`src/rtl/pmStatusPkg.sv`:
```
package pmStatusPkg;
  localparam int STAT_W  = 16;
  localparam int BIT_TMR = 0;
  localparam int BIT_BM  = 4;
  localparam int BIT_GBL = 5;
  localparam int BIT_PWR = 8;
  localparam int BIT_SLP = 9;
  localparam int BIT_RTC = 10;
  localparam int BIT_OVR = 11;
  localparam int BIT_WAK = 15;
  localparam logic [STAT_W-1:0] STAT_MASK = 16'h8F31;

  typedef struct packed {
    logic setTmr;
    logic setBm;
    logic setGbl;
    logic setPwr;
    logic setSlp;
    logic setRtc;
    logic setOvr;
    logic setWak;
    logic clrPwr;
    logic clrSlp;
  } statStrobe_t;
endpackage

```
`src/rtl/pmBtnConditioner.sv`:
```
module pmBtnConditioner #(
  parameter int DEB_TICKS  = 459,
  parameter int HOLD_TICKS = 131072
) (
  input  logic clk,
  input  logic rstN,
  input  logic tick,
  input  logic rawN,
  input  logic dblWin,
  output logic pressEvt,
  output logic holdEvt
);
  localparam int DEB_MAX = 2 * DEB_TICKS;
  localparam int CNT_W   = $clog2(DEB_MAX + 1);
  localparam int HOLD_W  = $clog2(HOLD_TICKS + 1);

  logic syncA, syncB, rawPrev;
  logic stableN;
  logic [CNT_W-1:0]  debCnt;
  logic [CNT_W-1:0]  debLast;
  logic [HOLD_W-1:0] holdCnt;
  logic fired;

  // last count value of the active window
  always_comb begin
    debLast = dblWin ? CNT_W'(DEB_MAX - 1) : CNT_W'(DEB_TICKS - 1);
  end

  // synchronizer and debounce: counter restarts whenever the level moves
  always_ff @(posedge clk or negedge rstN) begin
    if (!rstN) begin
      syncA    <= 1'b1;
      syncB    <= 1'b1;
      rawPrev  <= 1'b1;
      stableN  <= 1'b1;
      debCnt   <= '0;
      pressEvt <= 1'b0;
    end else begin
      syncA    <= rawN;
      syncB    <= syncA;
      rawPrev  <= syncB;
      pressEvt <= 1'b0;
      if ((syncB != rawPrev) || (syncB == stableN)) begin
        debCnt <= '0;
      end else if (tick) begin
        if (debCnt >= debLast) begin
          stableN  <= syncB;
          debCnt   <= '0;
          pressEvt <= ~syncB;
        end else begin
          debCnt <= debCnt + 1'b1;
        end
      end
    end
  end

  // long-hold detector, one event per debounced press
  always_ff @(posedge clk or negedge rstN) begin
    if (!rstN) begin
      holdCnt <= '0;
      fired   <= 1'b0;
      holdEvt <= 1'b0;
    end else begin
      holdEvt <= 1'b0;
      if (stableN) begin
        holdCnt <= '0;
        fired   <= 1'b0;
      end else if (tick && !fired) begin
        if (holdCnt == HOLD_W'(HOLD_TICKS)) begin
          fired   <= 1'b1;
          holdEvt <= 1'b1;
        end else begin
          holdCnt <= holdCnt + 1'b1;
        end
      end
    end
  end

  a_r12_single_hold: assert property (@(posedge clk) disable iff (!rstN)
    holdEvt |=> !holdEvt);
  a_r12_hold_needs_press: assert property (@(posedge clk) disable iff (!rstN)
    holdEvt |-> !stableN);
  a_r8_accept_follows_input: assert property (@(posedge clk) disable iff (!rstN)
    !$stable(stableN) |-> ($past(syncB) == stableN));
  a_r7_press_on_fall: assert property (@(posedge clk) disable iff (!rstN)
    pressEvt |-> (!stableN && $past(stableN)));
endmodule

```
`src/rtl/pmStatusCtrl.sv`:
```
module pmStatusCtrl
  import pmStatusPkg::*;
#(
  parameter int NREQ = 4
) (
  input  logic            clk,
  input  logic            rstN,
  input  logic            pwrPress,
  input  logic            pwrHold,
  input  logic            slpPress,
  input  logic            slpHold,
  input  logic            pwrOvrDis,
  input  logic            slpOvrDis,
  input  logic            slpFuncSel,
  input  logic [1:0]      tmrTaps,
  input  logic            msbSel,
  input  logic [NREQ-1:0] busReq,
  input  logic            biosRlsPulse,
  input  logic            rtcIrqPulse,
  input  logic            resumeEvt,
  input  logic            sleepActive,
  output statStrobe_t     strobe
);
  logic msbNow, prevMsb, prevSel, primed;
  logic pwrOvr, slpOvr;

  assign msbNow = msbSel ? tmrTaps[1] : tmrTaps[0];

  always_ff @(posedge clk or negedge rstN) begin
    if (!rstN) begin
      prevMsb <= 1'b0;
      prevSel <= 1'b0;
      primed  <= 1'b0;
    end else begin
      prevMsb <= msbNow;
      prevSel <= msbSel;
      primed  <= 1'b1;
    end
  end

  always_comb begin
    pwrOvr = pwrHold && !pwrOvrDis;
    slpOvr = slpHold && !slpOvrDis && slpFuncSel;
    strobe.setTmr = primed && (prevSel == msbSel) && (msbNow != prevMsb);
    strobe.setBm  = |busReq;
    strobe.setGbl = biosRlsPulse;
    strobe.setRtc = rtcIrqPulse;
    strobe.setWak = resumeEvt && sleepActive;
    strobe.setPwr = pwrPress;
    strobe.setSlp = slpPress && slpFuncSel;
    strobe.setOvr = pwrOvr || slpOvr;
    strobe.clrPwr = pwrOvr;
    strobe.clrSlp = slpOvr;
  end

  a_r4_tap0_toggle: assert property (@(posedge clk) disable iff (!rstN)
    (primed && !msbSel && !$past(msbSel) && (tmrTaps[0] != $past(tmrTaps[0])))
    |-> strobe.setTmr);
  a_r4_tap1_toggle: assert property (@(posedge clk) disable iff (!rstN)
    (primed && msbSel && $past(msbSel) && (tmrTaps[1] != $past(tmrTaps[1])))
    |-> strobe.setTmr);
  a_r4_quiet_timer: assert property (@(posedge clk) disable iff (!rstN)
    $stable(tmrTaps) |-> !strobe.setTmr);
endmodule

```
`src/rtl/pmStatusRegs.sv`:
```
module pmStatusRegs
  import pmStatusPkg::*;
(
  input  logic              clk,
  input  logic              rstN,
  input  statStrobe_t       strobe,
  input  logic              wrEn,
  input  logic [STAT_W-1:0] wrData,
  output logic [STAT_W-1:0] statQ
);
  logic [STAT_W-1:0] setVec, clrVec, swClr;

  always_comb begin
    setVec = '0;
    clrVec = '0;
    setVec[BIT_TMR] = strobe.setTmr;
    setVec[BIT_BM]  = strobe.setBm;
    setVec[BIT_GBL] = strobe.setGbl;
    setVec[BIT_PWR] = strobe.setPwr;
    setVec[BIT_SLP] = strobe.setSlp;
    setVec[BIT_RTC] = strobe.setRtc;
    setVec[BIT_OVR] = strobe.setOvr;
    setVec[BIT_WAK] = strobe.setWak;
    clrVec[BIT_PWR] = strobe.clrPwr;
    clrVec[BIT_SLP] = strobe.clrSlp;
    swClr = wrEn ? wrData : '0;
  end

  // priority: override clear, then hardware set, then software clear
  always_ff @(posedge clk or negedge rstN) begin
    if (!rstN) statQ <= '0;
    else       statQ <= (((statQ & ~swClr) | setVec) & ~clrVec) & STAT_MASK;
  end

  for (genvar i = 0; i < STAT_W; i++) begin : g_bitChk
    if (STAT_MASK[i]) begin : g_live
      a_r3_set_wins: assert property (@(posedge clk) disable iff (!rstN)
        (setVec[i] && !clrVec[i]) |=> statQ[i]);
      a_r10_hw_clear: assert property (@(posedge clk) disable iff (!rstN)
        clrVec[i] |=> !statQ[i]);
      a_r2_w1c: assert property (@(posedge clk) disable iff (!rstN)
        (wrEn && wrData[i] && !setVec[i]) |=> !statQ[i]);
      a_r2_keep: assert property (@(posedge clk) disable iff (!rstN)
        (!setVec[i] && !clrVec[i] && !(wrEn && wrData[i])) |=> $stable(statQ[i]));
    end else begin : g_rsvd
      a_r1_rsvd_zero: assert property (@(posedge clk) disable iff (!rstN)
        (wrEn && wrData[i]) |=> !statQ[i]);
    end
  end
endmodule

```
`src/rtl/pmEventStatus.sv`:
```
module pmEventStatus
  import pmStatusPkg::*;
#(
  parameter int DEB_TICKS  = 459,
  parameter int HOLD_TICKS = 131072,
  parameter int NREQ       = 4
) (
  input  logic            clk,
  input  logic            rstN,
  input  logic            tick,
  input  logic            pwrBtnN,
  input  logic            slpBtnN,
  input  logic            pwrOvrDis,
  input  logic            slpOvrDis,
  input  logic            slpFuncSel,
  input  logic            gpioDebEn,
  input  logic [1:0]      tmrTaps,
  input  logic            msbSel,
  input  logic [NREQ-1:0] busReq,
  input  logic            biosRlsPulse,
  input  logic            rtcIrqPulse,
  input  logic            resumeEvt,
  input  logic            sleepActive,
  input  logic            wrEn,
  input  logic [15:0]     wrData,
  output logic [15:0]     status
);
  logic pwrPress, pwrHold, slpPress, slpHold;
  statStrobe_t strobe;

  pmBtnConditioner #(.DEB_TICKS(DEB_TICKS), .HOLD_TICKS(HOLD_TICKS)) pwrCond_i (
    .clk(clk), .rstN(rstN), .tick(tick), .rawN(pwrBtnN), .dblWin(1'b0),
    .pressEvt(pwrPress), .holdEvt(pwrHold));

  pmBtnConditioner #(.DEB_TICKS(DEB_TICKS), .HOLD_TICKS(HOLD_TICKS)) slpCond_i (
    .clk(clk), .rstN(rstN), .tick(tick), .rawN(slpBtnN), .dblWin(gpioDebEn),
    .pressEvt(slpPress), .holdEvt(slpHold));

  pmStatusCtrl #(.NREQ(NREQ)) ctrl_i (
    .clk(clk), .rstN(rstN),
    .pwrPress(pwrPress), .pwrHold(pwrHold), .slpPress(slpPress), .slpHold(slpHold),
    .pwrOvrDis(pwrOvrDis), .slpOvrDis(slpOvrDis), .slpFuncSel(slpFuncSel),
    .tmrTaps(tmrTaps), .msbSel(msbSel), .busReq(busReq),
    .biosRlsPulse(biosRlsPulse), .rtcIrqPulse(rtcIrqPulse),
    .resumeEvt(resumeEvt), .sleepActive(sleepActive), .strobe(strobe));

  pmStatusRegs regs_i (
    .clk(clk), .rstN(rstN), .strobe(strobe), .wrEn(wrEn), .wrData(wrData),
    .statQ(status));

  a_r6_wake_needs_sleep: assert property (@(posedge clk) disable iff (!rstN)
    $rose(status[BIT_WAK]) |-> $past(sleepActive));
  a_r9_slp_needs_sel: assert property (@(posedge clk) disable iff (!rstN)
    $rose(status[BIT_SLP]) |-> $past(slpFuncSel));
  a_r11_ovr_has_cause: assert property (@(posedge clk) disable iff (!rstN)
    $rose(status[BIT_OVR]) |-> ($past(!pwrOvrDis) || $past(!slpOvrDis)));
endmodule

```
`config.mk`:
```
export PLATFORM = sky130hd
export DESIGN_NAME = pmEventStatus
export DESIGN_NICKNAME = d
export VERILOG_FILES = /design/src/rtl/pmStatusPkg.sv /design/src/rtl/pmBtnConditioner.sv /design/src/rtl/pmStatusCtrl.sv /design/src/rtl/pmStatusRegs.sv /design/src/rtl/pmEventStatus.sv
export SDC_FILE = /design/constraint.sdc
export NUM_CORES = 1
export LEC_CHECK = 0
export BUFFER_PORTS_ARGS = -buffer_cell sky130_fd_sc_hd__buf_2
export CORE_ASPECT_RATIO = 1.25
export CORE_MARGIN = 4
export CORE_UTILIZATION = 40
export DETAILED_ROUTE_END_ITERATION = 7
export SLEW_MARGIN = 20
export SYNTH_ARGS = -nofsm -noshare
export SYNTH_HDL_FRONTEND = slang
export SYNTH_SLANG_ARGS = --single-unit
```
`constraint.sdc`:
```
create_clock -name clk -period 1.9 [get_ports clk]
set_input_delay 0.475 -clock clk [delete_from_list [all_inputs] [get_ports clk]]
set_output_delay 0.475 -clock clk [all_outputs]
set_load 0.005 [all_outputs]
```
Yosys cells after proc, flatten, opt, wreduce, memory -nomap -nowiden
Index checks and enable logic that the tools add are counted.

Bits in registers: 81. Input bits: 37. Logic and storage cells: 109.

Add/sub/neg operators: 4. Order comparisons: 2. Equal/unequal tests: 10. Mux-type cells: 33. Bitwise operators: 9. Reduce and logical (&&, ||, !) cells: 29.

Operators by type and width (count): 18-bit two-way mux (6); 10-bit two-way mux (7); 18-bit by 1-bit adder with 18-bit output, second input constant (2); 18-bit == test, second input constant (2); 16-bit AND (2); 10-bit by 1-bit adder with 10-bit output, second input constant (2); 1-bit two-way mux (19); 16-bit two-way mux (1); 10-bit NOT with 16-bit output (1); 16-bit NOT (1); 16-bit OR (1); 2-bit nonzero test (6); 10-bit >= comparator (1); 10-bit by 9-bit >= comparator with 1-bit output, second input constant (1); 1-bit logical AND (9); 2-bit AND reduction (4); 3-bit AND reduction (2); 1-bit zero test (4); 2-bit by 1-bit inequality test with 1-bit output, second input constant (2); 1-bit NOT (4); 4-bit OR reduction (1); 1-bit == test (3); 1-bit logical OR (3); 1-bit inequality test (3).

Depth between registers and ports, before layout
Gate-level depths: netlist (run 1).

Word-level depth: 6. Mapped depth: 8. Mapped depth without buffers: 7.

Modules after synthesis
Synthesis (run 1) repeated with hierarchy kept, for this count alone.

Cell total of the unflattened synthesis: 450. Area total of the unflattened synthesis: 4455.5 µm².

Modules (own cells, without submodules): pmBtnConditioner (slpCond_i) (instances 1, cells an instance 196, area each 1935.6 µm²); pmBtnConditioner (pwrCond_i) (instances 1, cells an instance 196, area each 1921.8 µm²); pmStatusRegs (instances 1, cells an instance 36, area each 387.9 µm²); pmStatusCtrl (instances 1, cells an instance 21, area each 206.4 µm²); pmEventStatus (instances 1, cells an instance 1, area each 3.8 µm²).

Least setup slack after synthesis (run 1)
No wires, ideal clock.

Path kind: in2reg. Start point: input port gpioDebEn. End point: register slpCond_i.debCnt[2]. Arrival: 1850 ps. Data required time: 1799 ps. Path slack: -51 ps. Cell stages on the path: 7. Cell sequence: inv_1 -> ha_1 -> a211oi_1 -> a21oi_1 -> a211o_1 -> and2_1 -> nor4_1.

Cells in the longest elaborated chain, start to end: 5.

Ends and longest elaborated chain: from (decl) (line pmEventStatus.sv:16) `input logic gpioDebEn,`; 10-bit two-way mux (line pmBtnConditioner.sv:26) `debLast = dblWin ? CNT_W'(DEB_MAX - 1) : CNT_W'(DEB_TICKS - 1);`; 10-bit >= comparator (line pmBtnConditioner.sv:46) `if (debCnt >= debLast) begin`; 10-bit two-way mux (line pmBtnConditioner.sv:46); 10-bit two-way mux (line pmBtnConditioner.sv:45) `end else if (tick) begin`; 10-bit two-way mux (line pmBtnConditioner.sv:43) `if ((syncB != rawPrev) || (syncB == stableN)) begin`; to (signal assigned) (line pmBtnConditioner.sv:51) `debCnt <= debCnt + 1'b1;`; to (decl) (line pmBtnConditioner.sv:19) `logic [CNT_W-1:0] debCnt;`.

No other way between the ends. The select of a mux whose other input is x is not followed. A chain may end at the register's enable or synchronous reset.

Worst setup path in the final report (run 1)
Start point: register pwrCond_i.holdCnt[0]. End point: register pwrCond_i.holdCnt[2].

Cells in the longest elaborated chain, start to end: 4. Elaborated cells between the ends (all ways): 7.

Ends and longest elaborated chain: from (decl) (line pmBtnConditioner.sv:21) `logic [HOLD_W-1:0] holdCnt;`; from (signal assigned) (line pmBtnConditioner.sv:73) `holdCnt <= holdCnt + 1'b1;`; 18-bit by 1-bit adder with 18-bit output (line pmBtnConditioner.sv:73); 18-bit two-way mux (line pmBtnConditioner.sv:69) `if (holdCnt == HOLD_W'(HOLD_TICKS)) begin`; 18-bit two-way mux (line pmBtnConditioner.sv:68) `end else if (tick && !fired) begin`; 18-bit two-way mux (line pmBtnConditioner.sv:65) `if (stableN) begin`.

Several ways; a longest one is shown, not always the timed one. The select of a mux whose other input is x is not followed.

==> impl_metrics.py, run 1 <==
metrics = {
    "run_status": {
        "status": "completed",
    },
    "routing": {
        "ant_nets": 0,
        "wl_per_cell_microns": 13.7,
        "first_iter_violations": 58,
        "vias": 3295,
        "drt_pass1_iterations": 4,
        "drc_errors": 0,
        "viasPerCell": 5.19,
        "wl_mm": 8.68,
    },
    "floorplan": {
        "die_w_microns": 99.1,
        "die_h_microns": 122,
        "row_count": 41,
        "start_util_pct": 41.1,
        "core_sq_um": 10100,
        "dieArea_sq_um": 12100,
        "ioPinCount": 53,
    },
    "cells_and_area": {
        "syn_to_final_growth_pct": 25.6,
        "final_common_cell": "dfrtp_1",
        "diodes": 0,
        "nFillCells": 902,
        "drive_gt1_share_pct": 25.9,
        "final_cell_mix": "73 x dfrtp_1, 51 x nor2_1, 38 x buf_4",
        "layout.nets": 552,
    },
    "clock_network": {
        "clk_latency_ps": 330,
        "clockRootBuffer": "clkbuf_16",
        "clkSinkCount": 81,
        "htreeDepth": 3,
        "hold_buffers": 0,
        "cts_made_buffers": 9,
        "path_clk_slew_ps": 60,
        "clock_path_buffers": 2,
        "cts_tree": "yes",
    },
    "global_routing": {
        "grt_pass1_vias": 3271,
        "grt_max_degree": 36,
        "track_usage_pct": 15.0,
        "grt.overflow.total": 0,
        "antenna_found_initial": 0,
        "grt_pass1_wl_mm": 14.6,
    },
    "setup_path": {
        "endpoint_kind": "register",
        "crit_chain": "inv_1 -> ha_1 -> or4b_4 -> nor3_2 -> nand4_1 -> buf_4 -> a31o_4 -> a21oi_2",
        "critPathRequiredTime_ps": 2160,
        "crit_family": "simple AND/OR/NAND/NOR gates",
        "r2r_start": "pwrCond_i.holdCnt[0]",
        "cp_slowest_cell": "or4b_4",
        "arrival_ps": 2140,
        "r2r_slack_ps": 20,
        "critPathMaxStageDelay_ps": 460,
        "rr_worst_depth": 8,
        "cp_num_buf_inv": 2,
        "worst-setup-path-type": "reg2reg",
        "r2r_end": "pwrCond_i.holdCnt[2]",
        "cp-start-kind": "register",
        "crit_fanout": 4,
    },
    "timing": {
        "fmax_mhz": 533,
        "hold_ws_ps": 57.3,
        "grt_setup_unrepaired": "yes",
        "hold_viol": 0,
        "slew_headroom_pct": 61.7,
        "finalMaxSlewViolations": 0,
        "finalClockSkew_ps": 6.37,
        "setup_viol": 0,
        "period_share_pct": 98.8,
        "finalCriticalPeriod_ps": 1880,
        "worst_pin_slew_ps": 572,
    },
    "synth": {
        "synth_warnings": 0,
        "syn_inst": 424,
        "ys_seq_area_share_pct": 49.1,
        "yosys.cell_types.count": 60,
        "synth_ff_type": "dfrtp_1",
        "synth_top_area_share_pct": 44.0,
        "synth-seq-cells": 81,
        "synth_edf_count": 0,
        "synth_area_leaders": "dfrtp_1 44%, dfstp_2 5.1%, nor2_1 4.9%",
        "yosys.area.top_type": "dfrtp_1",
        "async_reset_ff_share_pct": 100,
        "syn_area_sq_um": 4150,
        "synth.avg_cell_area_sq_um": 9.79,
    },
    "power": {
        "clockPowerShare_pct": 50.5,
        "intPower_mw": 3.17,
        "swShare_pct": 20.6,
        "leakagePower_nw": 2.30,
        "p_comb_share_pct": 5.3,
        "peakVddDrop_mv": 0.455,
        "power_mw": 3.99,
        "seq_power_share_pct": 44.2,
        "power-per-cell-area_nw_per_um2": 766,
        "p_sw_mw": 0.824,
    },
    "placed_design": {
        "port_buffers": 36,
        "dp_hpwl_mm": 6.31,
        "place_congestion": 0.801,
    },
    "run": {
        "maxCapViolations": 0,
    },
    "min_path": {
        "hold_path_class": "in2async",
    },
}
## worst register-to-register path: stages (launching register included)
cell and delay, ps:
dfrtp_1 370, inv_1 60, ha_1 130, or4b_4 460
nor3_2 120, nand4_1 150, buf_4 210, a31o_4 220
a21oi_2 100
## flip-flops by register name, summed over array words and instances (netlist names), 8 cells and up
register           count
pwrCond_i.debCnt      10
slpCond_i.debCnt      10
slpCond_i.holdCnt     18
pwrCond_i.holdCnt     18
regs_i.statQ           8
## final cells by class
type	instances	area, sq um	share of cell area [%]
tap	129	161	3.10
sequential	81	2040	39.1
clock inverter	6	114	2.18
timing repair buffer	76	497	9.52
multi-input combinational	314	2100	40.2
inverter	19	71.3	1.37
clock buffer	10	239	4.58
## cell usage after synthesis (8+ instances only)
library cell	n
dfrtp_1	73
nor2_1	54
nand2_1	34
xnor2_1	20
inv_1	18
nand4_1	18
a21oi_1	16
nand3_1	16
ha_1	14
o21ai_0	14
nor3_1	12
or3_1	11
xor2_1	11
nor4_1	10
and3_1	8
buf_4	8
dfstp_2	8
## through the flow
step	std cells	TNS [ps]	instance area (sq um)	utilization, %	setup WS, ps
floorplan	431	-115	4190	-	-36.9
global placement	617	-2080	4730	46.8	-248
detailed placement	617	-2690	4730	46.8	-312
CTS	634	-50.8	5110	50.6	-36.7
global route	635	-323	5220	51.6	-104
finish	635	0	5220	51.6	22.4
## worst max path at each step
| stage | start | endpoint | slack, ps | cells after the start |
|---|---|---|---|---|
| floorplan | pwrCond_i.holdCnt[0] | pwrCond_i.holdCnt[0] | -40 | 7 |
| global placement | gpioDebEn | slpCond_i.debCnt[4] | -250 | 9 |
| detailed placement | gpioDebEn | slpCond_i.debCnt[3] | -310 | 9 |
| CTS | pwrCond_i.holdCnt[0] | pwrCond_i.holdCnt[0] | -40 | 7 |
| global route | pwrCond_i.holdCnt[0] | pwrCond_i.holdCnt[2] | -100 | 8 |
| finish | pwrCond_i.holdCnt[0] | pwrCond_i.holdCnt[2] | 20 | 8 |
## power by group through the flow
stage / Sequential [mW] / Combinational [mW] / Clock (mW)
final: 1.77 / 0.212 / 2.02
after global routing: 1.77 / 0.240 / 2.13
after CTS: 1.77 / 0.204 / 2.06
after detailed placement: 1.80 / 0.202 / 0
after global placement: 1.80 / 0.197 / 0
after floorplan: 1.80 / 0.0917 / 0
## what timing repair did
item | 4_1_cts | 5_1_grt
gates cloned | 0 | 1
pin swaps | 2 | 6
gates resized for setup | 6 | 19
setup buffers | 1 | 0
setup endpoints to repair | 6 | 18
## cells by family (layout without fill, tap and decap cells)
group | Yosys count | after routing | share of synthesized area, %
flip-flops | 81 | 81 | 49.1
buffers and inverters | 36 | 111 | 4.22
AO/OA/AOI/OAI | 67 | 67 | 11.4
XOR/XNOR | 31 | 31 | 6.54
adder cells (fa/ha/maj) | 14 | 14 | 4.22
AND/OR/NAND/NOR | 188 | 188 | 23.0
multiplexers | 5 | 5 | 1.33
other | 2 | 9 | 0.181
## metal layers
layer	global-route usage, %	wire length [microns]	up-vias
li1	-	-	1650
met1	18.0	3850	1580
met2	26.0	4310	53
met3	2.63	354	12
met4	6.75	163	0
met5	0	0	-
No activity file was read; power rests on OpenSTA's default activity.
==> run 2: changes to the inputs <==
--- a/config.mk
+++ b/config.mk
@@ -6,10 +6,14 @@
 export NUM_CORES = 1
 export LEC_CHECK = 0
 export BUFFER_PORTS_ARGS = -buffer_cell sky130_fd_sc_hd__buf_2
+export CELL_PAD_IN_SITES_DETAIL_PLACEMENT = 1
+export CELL_PAD_IN_SITES_GLOBAL_PLACEMENT = 2
 export CORE_ASPECT_RATIO = 1.25
 export CORE_MARGIN = 4
-export CORE_UTILIZATION = 40
+export CORE_UTILIZATION = 34
+export CTS_BUF_LIST = sky130_fd_sc_hd__clkbuf_8
 export DETAILED_ROUTE_END_ITERATION = 7
+export PLACE_DENSITY_LB_ADDON = 0.1
 export SLEW_MARGIN = 20
 export SYNTH_ARGS = -nofsm -noshare
 export SYNTH_HDL_FRONTEND = slang
==> impl_metrics.py, run 2 (synthesized netlist as in run 1, its figures left out) <==
metrics = {
    "timing": {
        "finalCriticalPeriod_ps": 1920,
        "setup_viol": 1,
        "finalClockSkew_ps": 10.2,
        "fmax_mhz": 522,
        "finalMaxSlewViolations": 0,
        "period_share_pct": 101,
        "worst_pin_slew_ps": 524,
        "grt_setup_unrepaired": "yes",
        "hold_ws_ps": 39.8,
        "hold_viol": 0,
        "slew_headroom_pct": 64.8,
        "fin_ws_ps": -17.3,
    },
    "global_routing": {
        "grt_pass1_vias": 3674,
        "antenna_found_initial": 0,
        "grt_max_degree": 39,
        "grt.overflow.total": 0,
        "track_usage_pct": 15.6,
        "grt_pass1_wl_mm": 17.8,
    },
    "routing": {
        "drt_pass1_iterations": 4,
        "vias": 3417,
        "viasPerCell": 5.03,
        "wl_per_cell_microns": 15.5,
        "drc_errors": 0,
        "first_iter_violations": 75,
        "ant_nets": 0,
        "wl_mm": 10.5,
    },
    "cells_and_area": {
        "nFillCells": 1399,
        "diodes": 0,
        "top_regs": "pwrCond_i.holdCnt: 18 flops, slpCond_i.holdCnt: 18 flops",
        "final_common_cell": "dfrtp_1",
        "layout.nets": 564,
        "syn_to_final_growth_pct": 25.0,
        "drive_gt1_share_pct": 27.4,
        "final_cell_mix": "73 x dfrtp_1, 52 x nor2_1, 51 x buf_4",
        "postLayoutCellArea_sq_um": 5190,
        "final_util_pct": 44.1,
    },
    "setup_path": {
        "critPathRequiredTime_ps": 2190,
        "crit_fanout": 4,
        "r2r_start": "pwrCond_i.holdCnt[1]",
        "endpoint_kind": "register",
        "arrival_ps": 2210,
        "worst-setup-path-type": "reg2reg",
        "r2r_end": "pwrCond_i.holdCnt[2]",
        "rr_worst_depth": 8,
        "r2r_slack_ps": -20,
        "cp-start-kind": "register",
    },
    "run": {
        "maxCapViolations": 0,
    },
    "power": {
        "p_sw_mw": 0.761,
        "swShare_pct": 23.8,
        "power_mw": 3.19,
        "peakVddDrop_mv": 0.293,
        "power-per-cell-area_nw_per_um2": 615,
        "seq_power_share_pct": 55.3,
        "intPower_mw": 2.43,
        "p_comb_share_pct": 6.7,
        "leakagePower_nw": 2.28,
        "clockPowerShare_pct": 38.0,
    },
    "placed_design": {
        "dp_hpwl_mm": 7.60,
        "port_buffers": 36,
        "dp_slack_ps": -350,
        "place_area_sq_um": 4800,
        "place_congestion": 0.794,
    },
    "clock_network": {
        "clkSinkCount": 81,
        "cts_tree": "yes",
        "clk_latency_ps": 350,
        "cts_made_buffers": 9,
        "hold_buffers": 0,
        "htreeDepth": 3,
        "clockRootBuffer": "clkbuf_8",
        "path_clk_slew_ps": 80,
        "clock_path_buffers": 2,
    },
    "floorplan": {
        "die_h_microns": 132,
        "start_util_pct": 35.2,
        "ioPinCount": 53,
        "die_w_microns": 107,
        "core_sq_um": 11800,
        "dieArea_sq_um": 14100,
        "row_count": 44,
    },
    "min_path": {
        "hold_path_class": "in2async",
    },
    "run_status": {
        "violations": "negative setup slack",
        "status": "complete, but fails checks",
    },
}
[run 2: cell types whose count changed in the layout (fill, tap and decap cells not counted), moves of 3 or more]
| cell | previous run | this run |
|---|---|---|
| clkbuf_8 | 1 | 9 |
| clkinv_2 | 0 | 3 |
| clkbuf_16 | 9 | 0 |
| inv_1 | 16 | 20 |
| buf_4 | 38 | 51 |
[run 2: layout make-up]
cell class / count / area [sq um] / share of cell area (%)
clock buffer: 9 / 124 / 2.39
inverter: 19 / 71.3 / 1.37
sequential: 81 / 2040 / 39.2
tap: 161 / 201 / 3.88
clock inverter: 7 / 56.3 / 1.08
timing repair buffer: 88 / 589 / 11.4
multi-input combinational: 314 / 2110 / 40.7
[run 2: worst max-delay path by stage]
stage / endpoint / from / cells after the start / slack [ps]
2_1_floorplan: pwrCond_i.holdCnt[0] / pwrCond_i.holdCnt[0] / 7 / -40
3_3_place_gp: slpCond_i.debCnt[4] / gpioDebEn / 9 / -270
3_5_place_dp: slpCond_i.debCnt[2] / gpioDebEn / 8 / -350
4_1_cts: pwrCond_i.holdCnt[2] / pwrCond_i.holdCnt[1] / 8 / -40
5_1_grt: pwrCond_i.holdCnt[2] / pwrCond_i.holdCnt[0] / 8 / -150
6_report: pwrCond_i.holdCnt[2] / pwrCond_i.holdCnt[1] / 8 / -20
[run 2: per-stage QoR]
stage / cells / setup TNS, ps
finish: 679 / -17.3
global route: 679 / -674
CTS: 672 / -79.3
detailed placement: 654 / -3390
global placement: 654 / -2610
floorplan: 431 / -115
[run 2: repair_timing]
item,CTS,global route
setup buffers,3,8
setup endpoints to repair,11,23
pin swaps,3,12
resized for setup,9,22
[run 2: power groups by stage]
stage | logic [mW] | registers [mW] | clock network, mW
3_3_place_gp | 0.200 | 1.80 | 0
6_report | 0.215 | 1.76 | 1.21
2_1_floorplan | 0.0917 | 1.80 | 0
3_5_place_dp | 0.207 | 1.80 | 0
4_1_cts | 0.211 | 1.76 | 1.26
5_1_grt | 0.245 | 1.77 | 1.35
[run 2: worst max-delay path: stages, from the launching register on]
cell     delay (ps)
dfrtp_1         380
inv_1            70
ha_1            130
or4b_4          470
nor3_4          130
nand4_1         150
buf_4           190
a31o_2          230
a21oi_2         100
[run 2: layer usage]
layer  part of all wire (%)  vias up  track usage, %
met5                      0        -               0
met4                   0.94        0            4.26
met3                    3.6        7            3.73
met2                     50       41            27.3
met1                     45     1692            19.1
li1                       -     1677               -
